[config.mk]
export PLATFORM = sky130hd
export DESIGN_NAME = ptw_walker
export DESIGN_NICKNAME = d
export VERILOG_FILES = /design/src/rtl/ptw_pkg.sv /design/src/rtl/ptw_pte_check.sv /design/src/rtl/ptw_fmt.sv /design/src/rtl/ptw_walker.sv
export SDC_FILE = /design/constraint.sdc
export NUM_CORES = 1
export LEC_CHECK = 0
export BUFFER_PORTS_ARGS = -buffer_cell sky130_fd_sc_hd__buf_4
export CORE_MARGIN = 2
export CORE_UTILIZATION = 50
export CTS_CLUSTER_SIZE = 14
export DETAILED_ROUTE_END_ITERATION = 6
export HOLD_SLACK_MARGIN = 0.02
export PLACE_DENSITY = 0.73
export SYNTH_ARGS = -nofsm -noshare
export SYNTH_HDL_FRONTEND = slang
export SYNTH_HIERARCHICAL = 1
export SYNTH_SLANG_ARGS = --single-unit
[constraint.sdc]
create_clock -name clk -period 7.65 [get_ports clk]
set_clock_uncertainty 0.2 [all_clocks]
set_input_delay 0.3825 -clock clk [delete_from_list [all_inputs] [get_ports clk]]
set_output_delay 0.3825 -clock clk [all_outputs]
set_load 0.02 [all_outputs]
[src/rtl/ptw_pkg.sv]
package ptw_pkg;
  localparam int PG_SHIFT = 12;
  localparam int PTE_PPN_LSB = 10;

  localparam logic [3:0] MODE_OFF = 4'd0;
  localparam logic [3:0] MODE_P32 = 4'd1;
  localparam logic [3:0] MODE_P39 = 4'd8;
  localparam logic [3:0] MODE_P48 = 4'd9;

  typedef enum logic [1:0] {S_IDLE, S_ISSUE, S_WAIT, S_DONE} walk_state_e;

  function automatic int levels_of(logic [3:0] m);
    case (m)
      MODE_P32: return 2;
      MODE_P39: return 3;
      MODE_P48: return 4;
      default:  return 0;
    endcase
  endfunction

  function automatic int vpn_w(logic [3:0] m);
    return (m == MODE_P32) ? 10 : 9;
  endfunction

  function automatic int ent_shift(logic [3:0] m);
    return (m == MODE_P32) ? 2 : 3;
  endfunction

  function automatic int top_ppn_w(logic [3:0] m);
    case (m)
      MODE_P32: return 12;
      MODE_P39: return 26;
      default:  return 17;
    endcase
  endfunction

  function automatic int ppn_w(logic [3:0] m, int l);
    return (l == levels_of(m) - 1) ? top_ppn_w(m) : vpn_w(m);
  endfunction
endpackage

[src/rtl/ptw_pte_check.sv]
module ptw_pte_check #(
  parameter int DATA_W = 64
) (
  input  logic [DATA_W-1:0] pte,
  output logic              bad,
  output logic              leaf
);
  localparam int B_V = 0;
  localparam int B_R = 1;
  localparam int B_W = 2;
  localparam int B_X = 3;

  always_comb begin
    bad  = !pte[B_V] || (!pte[B_R] && pte[B_W]);
    leaf = pte[B_R] || pte[B_X];
  end
endmodule

[src/rtl/ptw_fmt.sv]
module ptw_fmt
  import ptw_pkg::*;
#(
  parameter int ADDR_W = 64,
  parameter int DATA_W = 64,
  parameter int MAX_LVL = 4,
  localparam int LVL_W = $clog2(MAX_LVL)
) (
  input  logic [3:0]        mode,
  input  logic [LVL_W-1:0]  lvl,
  input  logic [ADDR_W-1:0] vaddr,
  input  logic [ADDR_W-1:0] tbl_addr,
  input  logic [DATA_W-1:0] rsp_raw,
  output logic [ADDR_W-1:0] ent_addr,
  output logic [DATA_W-1:0] pte,
  output logic [ADDR_W-1:0] next_tbl,
  output logic [ADDR_W-1:0] paddr
);
  logic [ADDR_W-1:0] vpn;
  logic [ADDR_W-1:0] fmask;
  logic [ADDR_W-1:0] field;
  int                w;
  int                nlev;

  always_comb begin
    nlev = levels_of(mode);
    vpn  = (vaddr >> (PG_SHIFT + int'(lvl) * vpn_w(mode))) &
           ((ADDR_W'(1) << vpn_w(mode)) - ADDR_W'(1));
    ent_addr = tbl_addr + (vpn << ent_shift(mode));

    pte = (mode == MODE_P32) ? DATA_W'(rsp_raw[31:0]) : rsp_raw;
    next_tbl = ADDR_W'(pte >> PTE_PPN_LSB) << PG_SHIFT;

    paddr = vaddr;
    w     = 0;
    fmask = '0;
    field = '0;
    for (int l = 0; l < MAX_LVL; l++) begin
      if (l >= int'(lvl) && l < nlev) begin
        w     = ppn_w(mode, l);
        fmask = (ADDR_W'(1) << w) - ADDR_W'(1);
        field = ADDR_W'(pte >> (PTE_PPN_LSB + l * vpn_w(mode))) & fmask;
        paddr = (paddr & ~(fmask << (PG_SHIFT + l * vpn_w(mode)))) |
                (field << (PG_SHIFT + l * vpn_w(mode)));
      end
    end
  end
endmodule

[src/rtl/ptw_walker.sv]
module ptw_walker
  import ptw_pkg::*;
#(
  parameter int ADDR_W = 64,
  parameter int DATA_W = 64,
  parameter int PPN_W = 44,
  parameter int MAX_LVL = 4,
  localparam int LVL_W = $clog2(MAX_LVL)
) (
  input  logic              clk,
  input  logic              rst_n,
  input  logic              xlat_en,
  input  logic [3:0]        ctl_mode,
  input  logic [PPN_W-1:0]  ctl_root_ppn,
  input  logic              req_valid,
  output logic              req_ready,
  input  logic [ADDR_W-1:0] req_vaddr,
  output logic              resp_valid,
  output logic [ADDR_W-1:0] resp_paddr,
  output logic              resp_fault,
  output logic              mem_req_valid,
  input  logic              mem_req_ready,
  output logic [ADDR_W-1:0] mem_addr,
  input  logic              mem_rsp_valid,
  input  logic [DATA_W-1:0] mem_rsp_data
);
  walk_state_e       st_q;
  logic [ADDR_W-1:0] va_q, tbl_q, pa_q;
  logic [3:0]        mode_q;
  logic [LVL_W-1:0]  lvl_q;
  logic              flt_q;

  logic [ADDR_W-1:0] ent_addr, next_tbl, comp_pa;
  logic [DATA_W-1:0] pte;
  logic              pte_bad, pte_leaf;
  logic              accept, bypass, unsup;

  ptw_fmt #(.ADDR_W(ADDR_W), .DATA_W(DATA_W), .MAX_LVL(MAX_LVL)) u_fmt (
    .mode(mode_q), .lvl(lvl_q), .vaddr(va_q), .tbl_addr(tbl_q),
    .rsp_raw(mem_rsp_data), .ent_addr(ent_addr), .pte(pte),
    .next_tbl(next_tbl), .paddr(comp_pa)
  );

  ptw_pte_check #(.DATA_W(DATA_W)) u_chk (
    .pte(pte), .bad(pte_bad), .leaf(pte_leaf)
  );

  assign accept = req_valid && req_ready;
  assign bypass = !xlat_en || (ctl_mode == MODE_OFF);
  assign unsup  = levels_of(ctl_mode) == 0;

  always_ff @(posedge clk or negedge rst_n) begin
    if (!rst_n) begin
      st_q   <= S_IDLE;
      va_q   <= '0;
      tbl_q  <= '0;
      pa_q   <= '0;
      mode_q <= MODE_OFF;
      lvl_q  <= '0;
      flt_q  <= 1'b0;
    end else begin
      case (st_q)
        S_IDLE: if (accept) begin
          va_q   <= req_vaddr;
          mode_q <= ctl_mode;
          if (bypass) begin
            pa_q  <= req_vaddr;
            flt_q <= 1'b0;
            st_q  <= S_DONE;
          end else if (unsup) begin
            pa_q  <= '0;
            flt_q <= 1'b1;
            st_q  <= S_DONE;
          end else begin
            tbl_q <= ADDR_W'(ctl_root_ppn) << PG_SHIFT;
            lvl_q <= LVL_W'(levels_of(ctl_mode) - 1);
            st_q  <= S_ISSUE;
          end
        end
        S_ISSUE: if (mem_req_ready) st_q <= S_WAIT;
        S_WAIT: if (mem_rsp_valid) begin
          if (pte_bad || (!pte_leaf && lvl_q == '0)) begin
            pa_q  <= '0;
            flt_q <= 1'b1;
            st_q  <= S_DONE;
          end else if (pte_leaf) begin
            pa_q  <= comp_pa;
            flt_q <= 1'b0;
            st_q  <= S_DONE;
          end else begin
            tbl_q <= next_tbl;
            lvl_q <= lvl_q - LVL_W'(1);
            st_q  <= S_ISSUE;
          end
        end
        default: st_q <= S_IDLE;
      endcase
    end
  end

  assign req_ready     = (st_q == S_IDLE);
  assign mem_req_valid = (st_q == S_ISSUE);
  assign mem_addr      = ent_addr;
  assign resp_valid    = (st_q == S_DONE);
  assign resp_paddr    = pa_q;
  assign resp_fault    = flt_q;


  mem_hold_chk: assert property (@(posedge clk) disable iff (!rst_n)
    mem_req_valid && !mem_req_ready |=> mem_req_valid && $stable(mem_addr));

  one_outstanding_chk: assert property (@(posedge clk) disable iff (!rst_n)
    mem_req_valid && mem_req_ready |=> !mem_req_valid);

  resp_pulse_chk: assert property (@(posedge clk) disable iff (!rst_n)
    resp_valid |=> !resp_valid && req_ready);

  busy_after_accept_chk: assert property (@(posedge clk) disable iff (!rst_n)
    req_valid && req_ready |=> !req_ready);

  bypass_chk: assert property (@(posedge clk) disable iff (!rst_n)
    req_valid && req_ready && !xlat_en |=>
      resp_valid && !resp_fault && !mem_req_valid && resp_paddr == $past(req_vaddr));

  unsup_mode_chk: assert property (@(posedge clk) disable iff (!rst_n)
    req_valid && req_ready && xlat_en && ctl_mode != MODE_OFF && ctl_mode != MODE_P32 &&
    ctl_mode != MODE_P39 && ctl_mode != MODE_P48 |=> resp_valid && resp_fault);

  fault_zero_chk: assert property (@(posedge clk) disable iff (!rst_n)
    resp_valid && resp_fault |-> resp_paddr == '0);
endmodule

==> results_dict.tcl <==
set metrics [dict create \
    fp.dieArea_mm2 0.0350 \
    path_clk_slew_ns 0.06 \
    multi_input_comb_area_mm2 0.0106 \
    p_int_mw 6.05 \
    first_global_vias 16085 \
    slew-limit-headroom 0.0563 \
    tns_ns 0 \
    drv_slew 0 \
    p_comb_frac 0.701 \
    switchingPower_mw 5.83 \
    cp_data_required_time_ns 7.07 \
    switching_share 0.491 \
    synthesis.area_mm2 0.0168 \
    rsz0062_at_grt "no" \
    leakage_nw 9.90 \
    status "completed" \
    drt-total-wl_mm 60.8 \
    cts.sinks 201 \
    setup_viol 0 \
    ctsRootBufferMaster "clkbuf_16" \
    antenna_found_initial 2 \
    finalWeightedCongestion 0.976 \
    dp_cells 2488 \
    syn-mean-instance-area_um2 9.07 \
    clock_path_buffers 3 \
    start_kind "flop" \
    cts_tree "done" \
    grt_max_degree 124 \
    drt_first_iter_violations 1316 \
    finalHoldViolations 0 \
    io_pins 314 \
    drive_gt1_frac 0.306 \
    ys_warn_count 6 \
    num_vias 16134 \
    instances_no_fill 2659 \
    clkPwrFrac 0.103 \
    portBuffers 305 \
    regArea_mm2 0.00503 \
    hold_path.class "in2reg" \
    vdd_drop_max_mv 0.469 \
    grt.overflow.total 0 \
    syn_to_final_growth_pct 26.8 \
    drc 0 \
    grt_first_pass_wirelength_mm 94.6 \
    start_util 0.503 \
    fin_crit_sh 0.955 \
    power.density_mw_per_mm2 559 \
    cts_buffers 24 \
    use_met2 0.572 \
    clk_latency_ns 0.54 \
    tightest_slew_ns 1.41 \
    critPathKind "reg2out" \
    netlist_instances 1847 \
    min_from "ctl_root_ppn[31]" \
    met3_usage 0.0510 \
    die_h_um 187 \
    power_frac_seq 0.195 \
    cts.htree.levels 1 \
    clock.fmax_mhz 137 \
    critPathLaunch "mode_q[3]$_DFFE_PN0P_" \
    dr.pass1.iters 5 \
    final.fill_count 2714 \
    final_nets 2401 \
    grt_busiest_layer "met2" \
    cap_violations 0 \
    die_x_um 187 \
    post_drt_wl_per_cell_um 22.9 \
    r2r-start "mode_q[1]$_DFFE_PN0P_" \
    detailed_place_hpwl_mm 42.5 \
    postRouteAntennaNets 0 \
    endpoint_kind "output port" \
    critPathArrivalTime_ns 6.72 \
    coreArea_mm2 0.0333 \
    row_count 67 \
    critPathMaxFanout 10 \
    met1_usage 0.446 \
    postCtsSetupBuffers 0 \
    viasPerCell 6.07 \
    grt_usage 0.340 \
    post-route-min-period_ns 7.31 \
]
[state kept, by name, summed over array words and instances (netlist names)]
| name | flops |
|---|---|
| tbl_q | 64 |
| resp_paddr | 64 |
| resp_fault | 1 |
| mode_q | 4 |
| va_q | 64 |
| st_q | 2 |
| lvl_q | 2 |
[final cells by class]
| class | instances | area share |
|---|---|---|
| Clock inverter | 9 | 0.00613 |
| Multi-Input combinational cell | 1433 | 0.501 |
| Clock buffer | 34 | 0.0339 |
| Sequential cell | 201 | 0.237 |
| Inverter | 51 | 0.00907 |
| Antenna cell | 2 | 0.000236 |
| Tap cell | 448 | 0.0264 |
| Timing Repair Buffer | 481 | 0.186 |
[final timing paths]
path,slack [ns],cells past startpoint,endpoint
worst max register to register,3.34,10,resp_paddr[53]$_DFFE_PN0P_
worst min-delay path,0.02,4,tbl_q[43]$_DFFE_PN0P_
min in group asynchronous,0.31,2,tbl_q[32]$_DFFE_PN0P_
worst min register to register,0.31,1,resp_paddr[22]$_DFFE_PN0P_
max in group asynchronous,5.23,3,va_q[26]$_DFFE_PN0P_
worst max-delay path,0.34,20,mem_addr[56]
[layer usage]
metal	routed length, um	share of wire	vias up
li1	-	-	7316
met3	4140	0.068	153
met4	2130	0.035	0
met5	0	0	-
met1	25600	0.42	7878
met2	28900	0.48	787
[repair_timing]
item	CTS	global route
gates resized for setup	0	0
hold buffers	126	0
hold endpoints to repair	276	0
[metrics by stage]
stage          area (um2)  power [mW]   util  setup WS [ns]  hold slack [ns]
5_1_grt             21200        12.6  0.638         0.0611           0.0274
2_1_floorplan       16800        7.63      -          0.584           -0.113
3_5_place_dp        19100        10.4  0.575           1.09            0.293
4_1_cts             21200        11.8  0.638          0.501           0.0211
6_report            21200        11.9  0.638          0.343           0.0215
3_3_place_gp        19100        10.3  0.575           1.15            0.293
[critical path, cell delays in order, from the launching register on]
cell	delay [ns]
dfrtp_1	0.45
nor4b_4	0.32
buf_4	0.21
nand2_1	0.09
ha_1	0.52
nand2b_1	0.56
o32ai_1	0.24
a2111oi_0	0.63
a211o_1	0.18
nand3_1	0.08
o211ai_1	0.21
o211ai_1	0.15
ha_1	0.41
a21o_1	0.14
a21oi_1	0.09
o22ai_1	0.42
nor2_1	0.17
or3_1	0.54
nor3_1	0.24
xor2_1	0.31
buf_4	0.21
[power by group through the flow]
stage	logic [mW]	registers [mW]	clock network, mW
final	8.33	2.32	1.23
after global placement	8.02	2.27	0
after CTS	8.23	2.29	1.24
after global routing	8.89	2.40	1.29
after detailed placement	8.09	2.30	0
after floorplan	5.38	2.25	0
[cells in the final DEF, fill, tap and decap left out, types with 10 or more instances in the layout]
master and count:
inv_1 49, a2bb2oi_1 11, and3_1 23, buf_4 352, nand3_1 50, a31oi_1 16, nand2_1 272, nor3_1 29
or3_1 14, dlygate4sd3_1 126, mux2i_1 94, o21ai_0 50, o221a_2 10, o22ai_1 20, xnor2_1 33, mux2_2 188
a21oi_1 65, nor2b_1 11, a21o_1 10, and4_1 10, nand2b_1 10, dfrtp_1 199, a22o_1 76, conb_1 20
nor2_1 93, ha_1 25, xor2_1 29, o211ai_1 28, mux2_4 50, and2_1 44, clkbuf_16 25
(Power assumes the default switching activity.)
